<file path="src/rtl/mirq_pkg.sv">
package mirq_pkg;
    localparam int WORD_W    = 32;
    localparam int NUM_CHILD = 11;
    localparam int CHILD_W   = $clog2(NUM_CHILD);
    localparam int SUM_W     = WORD_W - 1;

    localparam logic [WORD_W-1:0] LO_HALF = {{(WORD_W/2){1'b0}}, {(WORD_W/2){1'b1}}};
    localparam logic [WORD_W-1:0] HI_HALF = ~LO_HALF;
    localparam logic [WORD_W-1:0] WHOLE   = '1;

    typedef struct packed {
        logic               used;
        logic [CHILD_W-1:0] src;
        logic [WORD_W-1:0]  mask;
    } map_entry_t;

    typedef map_entry_t [SUM_W-1:0] map_tbl_t;

    function automatic map_entry_t mk(input int src, input logic [WORD_W-1:0] m);
        map_entry_t e;
        e.used = 1'b1;
        e.src  = CHILD_W'(src);
        e.mask = m;
        return e;
    endfunction

    function automatic map_tbl_t build_default_map();
        map_tbl_t t = '0;
        t[0]  = mk(0, LO_HALF);
        t[1]  = mk(0, HI_HALF);
        t[2]  = mk(1, LO_HALF);
        t[3]  = mk(1, HI_HALF);
        t[4]  = mk(2, LO_HALF);
        t[6]  = mk(3, LO_HALF);
        t[16] = mk(4, WHOLE);
        t[17] = mk(5, WHOLE);
        t[18] = mk(6, WHOLE);
        t[20] = mk(7, WHOLE);
        t[22] = mk(8, WHOLE);
        t[23] = mk(9, WHOLE);
        t[30] = mk(10, WHOLE);
        return t;
    endfunction

    function automatic logic [WORD_W-1:0] used_bits(input map_tbl_t t);
        logic [WORD_W-1:0] u = '0;
        for (int i = 0; i < SUM_W; i++) u[i] = t[i].used;
        return u;
    endfunction

    localparam map_tbl_t DEFAULT_MAP = build_default_map();
endpackage

</file>
<file path="src/rtl/mirq_map_eval.sv">
module mirq_map_eval
    import mirq_pkg::*;
#(
    parameter map_tbl_t MAP = DEFAULT_MAP
) (
    input  logic [NUM_CHILD*WORD_W-1:0] child_vec_i,
    output logic [SUM_W-1:0]            sum_o
);
    for (genvar b = 0; b < SUM_W; b++) begin : g_bit
        if (MAP[b].used) begin : g_mapped
            localparam int SRC = int'(MAP[b].src);
            assign sum_o[b] = |(child_vec_i[SRC*WORD_W +: WORD_W] & MAP[b].mask);
        end else begin : g_empty
            assign sum_o[b] = 1'b0;
        end
    end
endmodule

</file>
<file path="src/rtl/mirq_req_fsm.sv">
module mirq_req_fsm (
    input  logic clk_i,
    input  logic rst_ni,
    input  logic en_i,
    input  logic any_i,
    output logic pulse_o
);
    typedef enum logic [1:0] {ST_OFF, ST_ARMED, ST_FIRED} req_state_t;

    req_state_t state_q, state_n;

    always_ff @(posedge clk_i or negedge rst_ni) begin
        if (!rst_ni) state_q <= ST_OFF;
        else         state_q <= state_n;
    end

    always_comb begin
        state_n = state_q;
        unique case (state_q)
            ST_OFF: begin
                if (en_i && any_i)  state_n = ST_FIRED;
                else if (en_i)      state_n = ST_ARMED;
            end
            ST_ARMED: begin
                if (!en_i)          state_n = ST_OFF;
                else if (any_i)     state_n = ST_FIRED;
            end
            ST_FIRED: begin
                if (!en_i)          state_n = ST_OFF;
                else if (!any_i)    state_n = ST_ARMED;
            end
            default:                state_n = ST_OFF;
        endcase
    end

    always_ff @(posedge clk_i or negedge rst_ni) begin
        if (!rst_ni) pulse_o <= 1'b0;
        else         pulse_o <= (state_n == ST_FIRED) && (state_q != ST_FIRED);
    end

    // a pulse lasts one cycle
    assert_single_cycle_R7: assert property (@(posedge clk_i) disable iff (!rst_ni)
        pulse_o |=> !pulse_o);

    // a pulse follows a cycle with enable set and something pending
    assert_pulse_cause_R7: assert property (@(posedge clk_i) disable iff (!rst_ni)
        $rose(pulse_o) |-> $past(en_i && any_i));
endmodule

</file>
<file path="src/rtl/mirq_aggr.sv">
module mirq_aggr
    import mirq_pkg::*;
#(
    parameter map_tbl_t MAP = DEFAULT_MAP
) (
    input  logic                        clk_i,
    input  logic                        rst_ni,
    input  logic [NUM_CHILD*WORD_W-1:0] child_pend_i,
    input  logic                        wr_en_i,
    input  logic [WORD_W-1:0]           wr_data_i,
    output logic [WORD_W-1:0]           master_o,
    output logic                        host_req_o
);
    localparam logic [WORD_W-1:0] KEEP = used_bits(MAP) | (WORD_W'(1) << (WORD_W-1));

    logic             en_q;
    logic [SUM_W-1:0] sum_q, sum_n;
    logic             unused_wr_bits;

    assign unused_wr_bits = ^wr_data_i[WORD_W-2:0];

    mirq_map_eval #(.MAP(MAP)) u_eval (
        .child_vec_i (child_pend_i),
        .sum_o       (sum_n)
    );

    always_ff @(posedge clk_i or negedge rst_ni) begin
        if (!rst_ni) begin
            en_q  <= 1'b0;
            sum_q <= '0;
        end else begin
            if (en_q)    sum_q <= sum_n;
            if (wr_en_i) en_q  <= wr_data_i[WORD_W-1];
        end
    end

    assign master_o = {en_q, sum_q};

    mirq_req_fsm u_fsm (
        .clk_i   (clk_i),
        .rst_ni  (rst_ni),
        .en_i    (en_q),
        .any_i   (|sum_q),
        .pulse_o (host_req_o)
    );

    // summary frozen while disabled
    assert_frozen_when_off_R6: assert property (@(posedge clk_i) disable iff (!rst_ni)
        !en_q |=> $stable(master_o[SUM_W-1:0]));

    // no request unless enabled in the cycle before
    assert_req_needs_en_R6: assert property (@(posedge clk_i) disable iff (!rst_ni)
        host_req_o |-> $past(en_q));

    // without a write the enable bit holds
    assert_en_holds_R1: assert property (@(posedge clk_i) disable iff (!rst_ni)
        !wr_en_i |=> $stable(master_o[WORD_W-1]));

    // unmapped bits stay zero
    assert_unmapped_zero_R5: assert property (@(posedge clk_i) disable iff (!rst_ni)
        (master_o & ~KEEP) == '0);
endmodule

</file>
<file path="config.mk">
export PLATFORM = sky130hd
export DESIGN_NAME = mirq_aggr
export DESIGN_NICKNAME = d
export VERILOG_FILES = /design/src/rtl/mirq_pkg.sv /design/src/rtl/mirq_map_eval.sv /design/src/rtl/mirq_req_fsm.sv /design/src/rtl/mirq_aggr.sv
export SDC_FILE = /design/constraint.sdc
export NUM_CORES = 1
export LEC_CHECK = 0
export BUFFER_PORTS_ARGS = -buffer_cell sky130_fd_sc_hd__buf_4
export CAP_MARGIN = 20
export CORE_AREA = 2 2 162 164
export CTS_BUF_LIST = sky130_fd_sc_hd__clkbuf_16
export CTS_CLUSTER_SIZE = 30
export DETAILED_ROUTE_END_ITERATION = 12
export DIE_AREA = 0 0 164 166
export PLACE_DENSITY = 0.43
export SLEW_MARGIN = 20
export SYNTH_ARGS = -nofsm -noshare
export SYNTH_HDL_FRONTEND = slang
export SYNTH_SLANG_ARGS = --single-unit
</file>
<file path="constraint.sdc">
create_clock -name clk_i -period 2.85 [get_ports clk_i]
set_input_delay 0.57 -clock clk_i [delete_from_list [all_inputs] [get_ports clk_i]]
set_output_delay 0.57 -clock clk_i [all_outputs]
set_load 0.05 [all_outputs]
</file>
# Word-level counts from Yosys, hierarchy flattened
# Index checks and enable logic that the tools add are counted.
# op_classes
n_mux	7
n_reduce_logical	17
n_eq_ne	4
# op_table
cell	count
OR reduction 32 bit	7
OR reduction 16 bit	6
OR reduction 13 bit	1
two-way mux 2 bit	6
one-hot mux 2 bit (3 select lines)	1
== test 2 bit, second input constant	2
== test 2 x 1 -> 1 bit, second input constant	1
logical AND 1 bit	2
logical NOT 2 bit	1
inequality test 2 bit, second input constant	1
# totals
ff_bits	17
wordCells	32

# Depth between registers and ports, before layout
# Gate-level depths: netlist of the first run.
# logic_depth
word_depth	6
mapped_depth	4

# By module
# From an unflattened synthesis of the first run, not the netlist that was laid out.
# hier_totals
cells_unflattened	213
hier_area_um2	2219.6
# modules_own_cells
module	area_per_inst_um2	instances	cells_per_inst	seq_area_each_um2
mirq_aggr	1263.7	1	79	800.8
mirq_map_eval	852.1	1	126	0.0
mirq_req_fsm	103.8	1	8	75.1

# Worst setup path after synthesis of the first run
# No wires, ideal clock.
# synth_path
kind	register -> register
startpoint	register sum_q[17]
endpoint	register u_fsm.pulse_o
setup_slack_ps	1546
setup_time_ps	120
t_required_ps	2730
path_stages_with_launch	4
arrival_ps	1184
period_less_slack_ps	1304
path_cell_list	dfrtp_1 -> nor4_1 -> nand4_1 -> and3b_1
# synth_between
elab_chain_cells	6
elab_cells_between_ends	10
# synth_rtl
element	line	source
start, declared	mirq_aggr.sv:17	logic [SUM_W-1:0] sum_q, sum_n;
start signal, assigned	mirq_aggr.sv:32	if (en_q) sum_q <= sum_n;
OR reduction 13 bit (*)	mirq_aggr.sv:43	.any_i (|sum_q),
two-way mux 2 bit, or another cell as far along	mirq_req_fsm.sv:30	else if (!any_i) state_n = ST_ARMED;
two-way mux 2 bit, on equally long branches	mirq_req_fsm.sv:29, mirq_req_fsm.sv:21, mirq_req_fsm.sv:25	
one-hot mux 2 bit (3 select lines) (*)	mirq_req_fsm.sv:19	unique case (state_q)
== test 2 bit (*)	mirq_req_fsm.sv:38	else pulse_o <= (state_n == ST_FIRED) && (state_q != ST_FIRED);
logical AND 1 bit (*)	mirq_req_fsm.sv:38	
end signal, assigned	mirq_req_fsm.sv:38	
end, declared	mirq_req_fsm.sv:6	output logic pulse_o
# Mark *: on every way between the ends. The rest lies on a longest branch, timed or not.
# A chain may end at the register's enable or synchronous reset.

# Worst setup path after layout of the first run
# layout_path
startpoint	register en_q
endpoint	output master_o[31]
# layout_lines
element	line	source
start, declared	mirq_aggr.sv:16	logic en_q;
start signal, assigned	mirq_aggr.sv:33	if (wr_en_i) en_q <= wr_data_i[WORD_W-1];
end, declared	mirq_aggr.sv:11	output logic [WORD_W-1:0] master_o,
# No word-level cell between the ends.

==> results.md, run 1 <==
- Status: completed
- Crit. End Element: output pin
- Die W: 164 microns
- # diodes: 0
- Total GRT Usage: just under 8%
- TritonCTS Buffers: 3
- Yosys warning count: 0
- Layout overhead on the synthesized area: 187%
- Iter 0 DRT Violations: 27
- MaxCap Viol Count: 0
- Critical-path top delay cell: dfrtp_1
- Register-to-register setup slack: around 1200 ps
- Largest family of logic cells by synthesized area: simple AND/OR/NAND/NOR gates
- Static Leak: 2.10 nW
- Mapped cell area: 1580 sq um
- Top post-synthesis cells by area: dfrtp_1 (27%), nor4_1 (27%), and4_1 (11%)
- Final Power: 1.05 mW
- Detailed Place HPWL: 10500 microns
- CTS tree: done
- Main synth FF type: dfrtp_1
- CP max FO: 13
- Layout cells sized above 1: approximately 67%
- Hold crit path type: input pin to async pin
- Largest net degree at the start of global routing: 18
- Utilization after layout: between 10% and 20%
- Nets: 911
- Sink Count: 17
- # IOs: 420
- Gates resized, CTS repair: 0
- Final antenna-violating net count: 0
- Mux contribution to synthesized area: 0.712%
- Final Critical Period: 1860 ps
- Max VDD drop: roughly 170 uV
- Placed cells: 854
- Setup_tns: 0 ps
- H-tree levels: 1
- Routability-driven placement congestion ratio: ~0.72
- Hold-fix buffers at CTS: 0
- Final Cell Area: 4530 sq um
- Initial Utilization: about 6.2%
- Commonest cells in the synthesized netlist: nor4_1 (68), nor2_1 (22), and4_1 (20)
- #FFs+latches synth: 17
- Post-synth top area share: 26.9%
- Nature of the critical path startpoint: flip-flop
- Final critical-path share of the clock period: 65.3%
- Fin. Hold Viols: 0
- Sequential area share after synthesis: 26.9%
- 1st-pass router iterations: 4
- Die area: 27200 sq um
- Crit path required time: 2280 ps
- Dpl cell area: 4450 sq um
- Detailed-route DRC error count: 0
- Syn_area_per_cell: ~8.6 sq um
- Slack of the critical path: just under 1000 ps
- Worst endpoint data arrival time: roughly 1300 ps
- WS Path Type: flip-flop to output pin
- First-pass GRT wire length: ~16000 microns
- Fin Hold WS: 196 ps
- Initial antenna violation count: 0
- Most common cell in the netlist: nor4_1
- I/O Buffers: between 300 and 400
- Die height: about 170 microns
- Worst slew pin tran: about 650 ps
- Syn Inst Count: 184
- Post-synthesis simple-gate area fraction: 57.1%
- Post-synth EDFFs: 0
- Drt wl/cell: 13.5 microns
- Clock Pin Slew Worst Setup and Hold Paths: approximately 70 ps
- Routed vias/inst: 3.36
- Clock root buffer: clkbuf_16
- Slowest stage delay, CP: slightly above 700 ps
- P per Cell Area: 231 nW/um^2
- WL final: approximately 12000 microns
- DP Worst Slack: approximately 1000 ps
- Library cells used by synthesis: 18
- CORE AREA: 25600 sq um
- Slew headroom: 56.2%
- Synth Area in XOR/XNOR: 0%
- Row count: 59
- Buffer levels on the longest clock path: 2
- Vias in the first global route: 3044
- Critical Path, Cell by Cell: buf_4
- Skew-Pair Late Insertion Delay: 260 ps
- Post-synth ARST share: 100%
- Max Freq: 537 MHz
- Pins Over Slew Limit: 0
- Area leader, netlist: dfrtp_1
- Crit-path leading delay family: flip-flops
- Final setup vio count: 0
- WP depth: 1
- Synth Area in Compound Gates: 4.67%
- Global route overflow: 0
- Post-CTS Setup Repair Bufs: 0
- Clock Skews: about 9.6 ps
- Reg2Reg Depth: 4
- WP buf/inv: 1
- Non-filler cells in the finished layout: 858
- Vias after detailed routing: just under 3000
- Unrepaired setup endpoints after global routing: no
- Synth Area in Adders: 0%
[kinds of logic (layout without fill, tap and decap cells)]
logic type	Yosys count	after routing
AND/OR/NAND/NOR	130	130
buffers and inverters	22	344
flip-flops	17	17
AO/OA/AOI/OAI	13	13
other	1	18
multiplexers	1	1
[cell usage in the layout (no fill, tap or decap)]
| master | synthesis | routed |
|---|---|---|
| and4_1 | 20 | 20 |
| nor4_1 | 68 | 68 |
| nor4b_1 | 1 | 1 |
| a31oi_1 | 7 | 7 |
| mux2_2 | 1 | 1 |
| a21oi_1 | 6 | 6 |
| nor2b_1 | 1 | 1 |
| nor2_1 | 22 | 22 |
| conb_1 | 1 | 18 |
| buf_4 | 19 | 340 |
| clkinv_2 | 0 | 1 |
| clkbuf_16 | 0 | 3 |
| nand2_1 | 2 | 2 |
| nor3_1 | 8 | 8 |
| nand4_1 | 1 | 1 |
| and3b_1 | 1 | 1 |
| nor4b_4 | 6 | 6 |
| dfrtp_1 | 17 | 17 |
[path summary, 6_finish.rpt]
kind                                            startpoint                    endpoint
worst max-delay path                      en_q$_DFFE_PN0P_                master_o[31]
worst min-delay path                                rst_ni       sum_q[30]$_DFFE_PN0P_
worst max register to register            en_q$_DFFE_PN0P_       sum_q[30]$_DFFE_PN0P_
worst min register to register  u_fsm.state_q[0]$_DFF_PN0_  u_fsm.state_q[0]$_DFF_PN0_
max in group asynchronous                           rst_ni       sum_q[23]$_DFFE_PN0P_
min in group clk_i              u_fsm.state_q[0]$_DFF_PN0_  u_fsm.state_q[0]$_DFF_PN0_
[area by class of cell]
class / count / area [sq um]
Sequential cell: 17 / 425
Multi-Input combinational cell: 162 / 1060
Fill cell: 2943 / 21100
Timing Repair Buffer: 340 / 2550
Clock buffer: 3 / 75.1
Clock inverter: 1 / 5.00
Tap cell: 335 / 419
[per-layer routing]
layer	up-vias	wire length (microns)	track usage (%)
met3	8	1540	2.60
met5	-	0	0
li1	1414	-	-
met4	0	170	1.95
met2	219	6270	15.9
met1	1243	3570	7.39
[worst register-to-register path, delay by kind of cell, from the launching register on]
| kind | cells | cell delay (ps) |
|---|---|---|
| compound gates | 1 | 90 |
| buf+inv | 1 | 290 |
| flops | 1 | 710 |
| simple gates | 2 | 430 |
[sequential cells by signal (all words and copies together) (netlist names)]
register and cells:
en_q 1, u_fsm.state_q 2, u_fsm.pulse_o 1, sum_q 13
[power by group]
part           switching (mW)  total (mW)  internal [mW]
clock                   0.125       0.314          0.189
sequential            0.00848       0.254          0.245
combinational           0.168       0.479          0.311
Power figures use the tool's default switching activity.
==> run 2: changes to the inputs <==
Settings changed: CORE_AREA 2 2 162 164 to 2 2 165 167, DIE_AREA 0 0 164 166 to 0 0 167 169.
Clock period 2.85 ns to 1.85 ns, I/O delays scaled along.
==> run 2 against run 1 <==
Against the previous run:
- hold slack improved by 140 ps
- total power rose by 56%
- sequential power rose by 55%
- critical path depth did not move
- first-iteration DRC count rose by 30%
- register-to-register slack got worse by 780 ps
- cell count rose by 0.82%
- via count fell by 0.42%
- combinational power rose by 53%
- final area rose by 0.41%
- clock skew barely moved
- critical path type unchanged
==> results.md, run 2 (synthesis gave the netlist of run 1 again) <==
- Global route overflow: 0 (unchanged)
- Top Registers: sum_q: 13 flops, u_fsm.state_q: 2 flops (unchanged)
- Critical-path top delay cell: dfrtp_2 (was dfrtp_1)
- # IOs: 420 (unchanged)
- Final critical-path share of the clock period: 82.5%
- Final Power: 1.64 mW (was 1.05 mW)
- Max reg flops: 13 (unchanged)
- P per Cell Area: 360 nW/um^2 (was 231 nW/um^2)
- Fin Hold WS: 337 ps (was 196 ps)
- Reg2Reg Depth: 3 (was 4)
- Crit. End Element: output pin (unchanged)
- R2r startpoint: en_q$_DFFE_PN0P_ (unchanged)
- CORE AREA: 26500 sq um (was 25600 sq um)
- Dpl cell area: 4460 sq um (was 4450 sq um)
- Routed vias/inst: 3.32 (was 3.36)
- Most common cell after layout, fill and taps aside: buf_4 (unchanged)
- Largest net degree at the start of global routing: 18 (unchanged)
- Buffer levels on the longest clock path: 2 (unchanged)
- Reg-to-Reg End: sum_q[16]$_DFFE_PN0P_ (was sum_q[30]$_DFFE_PN0P_)
- Final antenna-violating net count: 0 (unchanged)
- Initial Utilization: 5.97% (was 6.17%)
- Sink Count: 17 (unchanged)
- Skew-Pair Late Insertion Delay: 270 ps (was 260 ps)
- Critical Path, Cell by Cell: buf_4 (unchanged)
- Detailed-route DRC error count: 0 (unchanged)
- Total GRT Usage: 7.45% (was 7.86%)
- Final Cell Area: 4550 sq um (was 4530 sq um)
- Max Freq: 655 MHz
- Row count: 60 (was 59)
- Largest Register: sum_q (unchanged)
- CTS tree: done (unchanged)
- Clock root buffer: clkbuf_16 (unchanged)
- Nature of the critical path startpoint: flip-flop (unchanged)
- WL final: 11400 microns (was 11500 microns)
- Hold crit path type: input pin to flip-flop (was input pin to async pin)
- WS Path Type: flip-flop to output pin (unchanged)
- Iter 0 DRT Violations: 35 (was 27)
- TritonCTS Buffers: 3 (unchanged)
- Unrepaired setup endpoints after global routing: no (unchanged)
- Pins Over Slew Limit: 0 (unchanged)
- Origin of the worst setup path: en_q$_DFFE_PN0P_ (unchanged)
- Final Critical Period: 1530 ps
- Hold Startpoint: wr_data_i[31]
- CP max FO: 15 (was 13)
- Detailed Place HPWL: 10200 microns (was 10500 microns)
- Initial antenna violation count: 0 (unchanged)
- Status: completed (unchanged)
- Worst endpoint data arrival time: 1160 ps (was 1290 ps)
- Die W: 167 microns (was 164 microns)
- Routability-driven placement congestion ratio: 0.735 (was 0.724)
- Hold path depth: 2
- Min-Delay Endpoint: en_q$_DFFE_PN0P_
- Slack of the critical path: 324 ps (was 989 ps)
- Drt wl/cell: 13.2 microns (was 13.5 microns)
- Setup_tns: 0 ps (unchanged)
- H-tree levels: 1 (unchanged)
- MaxCap Viol Count: 0 (unchanged)
- Post-CTS Setup Repair Bufs: 0 (unchanged)
- Final setup vio count: 0 (unchanged)
- Die height: 169 microns (was 166 microns)
- Layout cells sized above 1: 67.2% (was 67.1%)
- First-pass GRT wire length: 16100 microns (was 15900 microns)
- Vias after detailed routing: 2872 (was 2884)
- 1st-pass router iterations: 4 (unchanged)
- Slowest stage delay, CP: 610 ps (was 710 ps)
- Clock Skews: 9.07 ps (was 9.57 ps)
- Max VDD drop: 257 uV (was 168 uV)
- # diodes: 0 (unchanged)
- Crit-path leading delay family: flip-flops (unchanged)
- Layout overhead on the synthesized area: 188% (was 187%)
- Static Leak: 2.11 nW (was 2.10 nW)
- WP buf/inv: 1 (unchanged)
- Crit path required time: 1480 ps (was 2280 ps)
- Clock Pin Slew Worst Setup and Hold Paths: 70 ps (about the same)
- I/O Buffers: 338 (unchanged)
- Nets: 912 (was 911)
- Die area: 28200 sq um (was 27200 sq um)
- Vias in the first global route: 2977 (was 3044)
- Fin. Hold Viols: 0 (unchanged)
- Register-to-register setup slack: 420 ps (was 1200 ps)
- DP Worst Slack: 266 ps (was 1040 ps)
- Most frequent cells in the layout: buf_4 (340), nor4_1 (68), nor2_1 (22) (unchanged)
## run 2: cell types whose count changed in the layout (fill, tap and decap cells not counted)
| cell | delta |
|---|---|
| dlygate4sd3_1 | +1 |
| dfrtp_2 | +1 |
| dfrtp_1 | -1 |
## run 2: worst max path at each step
stage | to | slack (ps) | cells after the start
2_1_floorplan | u_fsm.pulse_o$_DFF_PN0_ | 550 | 3
3_3_place_gp | sum_q[16]$_DFFE_PN0P_ | 340 | 3
3_5_place_dp | sum_q[16]$_DFFE_PN0P_ | 270 | 3
4_1_cts | master_o[31] | 240 | 1
5_1_grt | sum_q[16]$_DFFE_PN0P_ | 150 | 3
6_report | master_o[31] | 320 | 1
## run 2: repair_timing
item | 4_1_cts | 5_1_grt
endpoints found under the setup margin | 0 | 0
gates resized for setup | 0 | 0
hold buffers | 1 | 0
hold endpoints to repair | 7 | 0
## run 2: per-layer routing
| metal | vias to the layer above | track usage (%) | routed length (microns) |
|---|---|---|---|
| li1 | 1416 | - | - |
| met1 | 1263 | 7.40 | 3690 |
| met2 | 189 | 15.4 | 6520 |
| met3 | 4 | 2.38 | 1140 |
| met4 | 0 | 0.750 | 85 |
| met5 | - | 0 | 0 |
## run 2: final cells by class
type                       instances  area [sq um]
fill                            3002         21900
multi-input combinational        162          1060
clock inverter                     1          5.00
sequential                        17           427
tap                              341           427
timing repair buffer             341          2560
clock buffer                       3          75.1
## run 2: metrics by stage
| stage | util (%) | std cells |
|---|---|---|
| floorplan | - | 201 |
| global placement | 16.8 | 860 |
| detailed placement | 16.8 | 860 |
| CTS | 17.2 | 865 |
| global route | 17.2 | 865 |
| finish | 17.2 | 865 |
## run 2: power breakdown
group | switching [mW] | total (mW) | internal [mW] | leakage, nW
Sequential | 0.0152 | 0.393 | 0.378 | 0.163
Clock | 0.218 | 0.510 | 0.292 | 0.0409
Combinational | 0.257 | 0.734 | 0.477 | 1.90
==> run 3: changes to the inputs <==
Settings changed: ABC_AREA set to 1, CORE_AREA 2 2 165 167 to 2 2 164 166, DIE_AREA 0 0 167 169 to 0 0 166 168, PLACE_DENSITY 0.43 to 0.44.
Clock period 1.85 ns to 1.6 ns, I/O delays scaled along.
==> run 3 against run 2 <==
Against the previous run:
- sequential cell count is the same
- sequential power grew 22%
- cell count grew 21%
- highest routed layer unchanged
- largest power group unchanged
- via count grew 16%
- count of clock-buffer cells in the layout is the same
- clock power grew 11%
- register-to-register slack lost 30 ps
- critical path depth grew 1
- first-iteration DRC count grew 100%
- total power grew 28%
==> results.md, run 3 <==
- CP max FO: 11 (was 15)
- Clock Pin Slew Worst Setup and Hold Paths: 70 ps (about the same)
- Most frequent cells in the layout: buf_4 (340), nor2_1 (204), nand2_1 (80) (was buf_4 (340), nor4_1 (68), nor2_1 (22))
- Sink Count: 17 (unchanged)
- Top Registers: sum_q: 13 flops, u_fsm.state_q: 2 flops (unchanged)
- Vias after detailed routing: 3341 (was 2872)
- Post-CTS Setup Repair Bufs: 0 (unchanged)
- Multi-input logic area: 1330 sq um (was 1060 sq um)
- Layout cells sized above 1: 48.7% (was 67.2%)
- Reg2Reg Depth: 5 (was 3)
- Total GRT Usage: 7.90% (was 7.45%)
- Clock Skews: 2.80 ps (was 9.07 ps)
- # diodes: 0 (unchanged)
- Gates resized, CTS repair: 0 (unchanged)
- Clock root buffer: clkbuf_16 (unchanged)
- Die area: 27900 sq um (was 28200 sq um)
- Post-synth EDFFs: 0 (unchanged)
- Iter 0 DRT Violations: 71 (was 35)
- CORE AREA: 26400 sq um (was 26500 sq um)
- Hold Startpoint: wr_en_i (was wr_data_i[31])
- Largest net degree at the start of global routing: 18 (unchanged)
- Pins Over Slew Limit: 0 (unchanged)
- Layout overhead on the synthesized area: 158% (was 188%)
- Yosys warning count: 0 (unchanged)
- Post-synth ARST share: 100% (unchanged)
- Vias in the first global route: 3489 (was 2977)
- Final critical-path share of the clock period: 85.3%
- Gr busiest metal: met2 (unchanged)
- Register-to-register setup slack: 390 ps (was 420 ps)
- Row count: 60 (unchanged)
- Reg-to-Reg End: u_fsm.pulse_o$_DFF_PN0_ (was sum_q[16]$_DFFE_PN0P_)
- Placed cells: 1045 (was 860)
- Sequential area share after synthesis: 22.6% (was 26.9%)
- WS Path Type: flip-flop to output pin (unchanged)
- GR Layer Usage met3: 1.55% (was 2.38%)
- Crit. End Element: output pin (unchanged)
- Hold-fix buffers at CTS: 1 (unchanged)
- Syn_area_per_cell: 5.12 sq um (was 8.60 sq um)
- Met1 Usage GRT: 8.82% (was 7.40%)
- Non-filler cells in the finished layout: 1050 (was 865)
- CTS tree: done (unchanged)
- Min-Delay Endpoint: en_q$_DFFE_PN0P_ (unchanged)
- 1st-pass router iterations: 4 (unchanged)
- Skew-Pair Late Insertion Delay: 260 ps (was 270 ps)
- Final antenna-violating net count: 0 (unchanged)
- Static Leak: 2.39 nW (was 2.11 nW)
- Post-synth top area share: 40.6% (was 26.9%)
- Hold path depth: 2 (unchanged)
- TritonCTS Buffers: 3 (unchanged)
- Unrepaired setup endpoints after global routing: no (unchanged)
- Crit path required time: 1280 ps (was 1480 ps)
- #FFs+latches synth: 17 (unchanged)
- Most common cell after layout, fill and taps aside: buf_4 (unchanged)
- Max Freq: 733 MHz
- MaxCap Viol Count: 0 (unchanged)
- R2r startpoint: sum_q[16]$_DFFE_PN0P_ (was en_q$_DFFE_PN0P_)
- Detailed-route DRC error count: 0 (unchanged)
- P per Cell Area: 430 nW/um^2 (was 360 nW/um^2)
- Fin. Hold Viols: 0 (unchanged)
- Max reg flops: 13 (unchanged)
- Routability-driven placement congestion ratio: 0.710 (was 0.735)
- Max VDD drop: 348 uV (was 257 uV)
- Die W: 166 microns (was 167 microns)
- Area leader, netlist: nor2_1 (was dfrtp_1)
- Final Power: 2.09 mW (was 1.64 mW)
- Met2 Usage GRT: 15.4% (about the same)
- Worst endpoint data arrival time: 1040 ps (was 1160 ps)
- Setup_tns: 0 ps (unchanged)
- Global route overflow: 0 (unchanged)
- Buffer levels on the longest clock path: 2 (unchanged)
- Dpl cell area: 4770 sq um (was 4460 sq um)
- Hold crit path type: input pin to flip-flop (unchanged)
- H-tree levels: 1 (unchanged)
- First-pass GRT wire length: 17400 microns (was 16100 microns)
- Final Critical Period: 1360 ps
- Main synth FF type: dfrtp_1 (unchanged)
- Mapped cell area: 1890 sq um (was 1580 sq um)
- Largest Register: sum_q (unchanged)
- Drt wl/cell: 11.1 microns (was 13.2 microns)
- Detailed Place HPWL: 10400 microns (was 10200 microns)
- Commonest cells in the synthesized netlist: nor2_1 (204), nand2_1 (80), buf_4 (19) (was nor4_1 (68), nor2_1 (22), and4_1 (20))
- # IOs: 420 (unchanged)
- Die height: 168 microns (was 169 microns)
- Utilization after layout: 18.4% (was 17.2%)
- Most common cell in the netlist: nor2_1 (was nor4_1)
- Top post-synthesis cells by area: nor2_1 (41%), dfrtp_1 (23%), nand2_1 (16%) (was dfrtp_1 (27%), nor4_1 (27%), and4_1 (11%))
- Initial antenna violation count: 0 (unchanged)
- Nature of the critical path startpoint: flip-flop (unchanged)
- Status: completed (unchanged)
- Routed vias/inst: 3.18 (was 3.32)
- Final setup vio count: 0 (unchanged)
- Initial Utilization: 7.16% (was 5.97%)
- Nets: 1097 (was 912)
- Syn Inst Count: 368 (was 184)
- Register area: 425 sq um (was 427 sq um)
- WL final: 11600 microns (was 11400 microns)
- Final Cell Area: 4860 sq um (was 4550 sq um)
- Filler cells: 3027 (was 3002)
- Library cells used by synthesis: 15 (was 18)
- I/O Buffers: 338 (unchanged)
-- run 3: stage by stage --
stage | worst slack [ps] | hold WS [ps]
2_1_floorplan | 399 | 24.4
3_3_place_gp | 385 | 254
3_5_place_dp | 358 | 249
4_1_cts | 175 | 263
5_1_grt | 153 | 262
6_report | 235 | 269
-- run 3: worst max-delay path: stages, from the launching register on --
cell and delay [ps]:
dfrtp_1 340, buf_4 210, buf_4 230
-- run 3: kinds of logic (layout without fill, tap and decap cells) --
group,after synthesis,in the layout,share of synthesized area (%)
AO/OA/AOI/OAI,9,9,2.39
flip-flops,17,17,22.6
AND/OR/NAND/NOR,311,311,64.6
buffers and inverters,30,354,10.2
other,1,18,0.199
-- run 3: layout make-up --
class,instances,share of cell area (%)
clock buffers,3,1.54
repair buffers,341,52.7
inverters,9,0.695
clock inverters,1,0.103
multi-input cells,338,27.4
flip-flops and latches,17,8.75
well taps,341,8.78
-- run 3: report_power, final --
| group | internal (mW) | leakage (nW) | switching (mW) |
|---|---|---|---|
| Combinational | 0.603 | 2.18 | 0.445 |
| Sequential | 0.458 | 0.178 | 0.0205 |
| Clock | 0.337 | 0.0409 | 0.227 |
| Total | 1.40 | 2.39 | 0.693 |
-- run 3: worst max path at each step --
stage,from,to
floorplan,sum_q[3]$_DFFE_PN0P_,u_fsm.pulse_o$_DFF_PN0_
detailed placement,sum_q[16]$_DFFE_PN0P_,u_fsm.pulse_o$_DFF_PN0_
global route,en_q$_DFFE_PN0P_,master_o[31]
CTS,en_q$_DFFE_PN0P_,master_o[31]
finish,en_q$_DFFE_PN0P_,master_o[31]
global placement,sum_q[16]$_DFFE_PN0P_,u_fsm.pulse_o$_DFF_PN0_
-- run 3: routing by layer --
| layer | up-vias | wire length [microns] |
|---|---|---|
| met5 | - | 0 |
| met4 | 0 | 158 |
| met3 | 8 | 1020 |
| met2 | 213 | 6120 |
| met1 | 1332 | 4340 |
| li1 | 1788 | - |
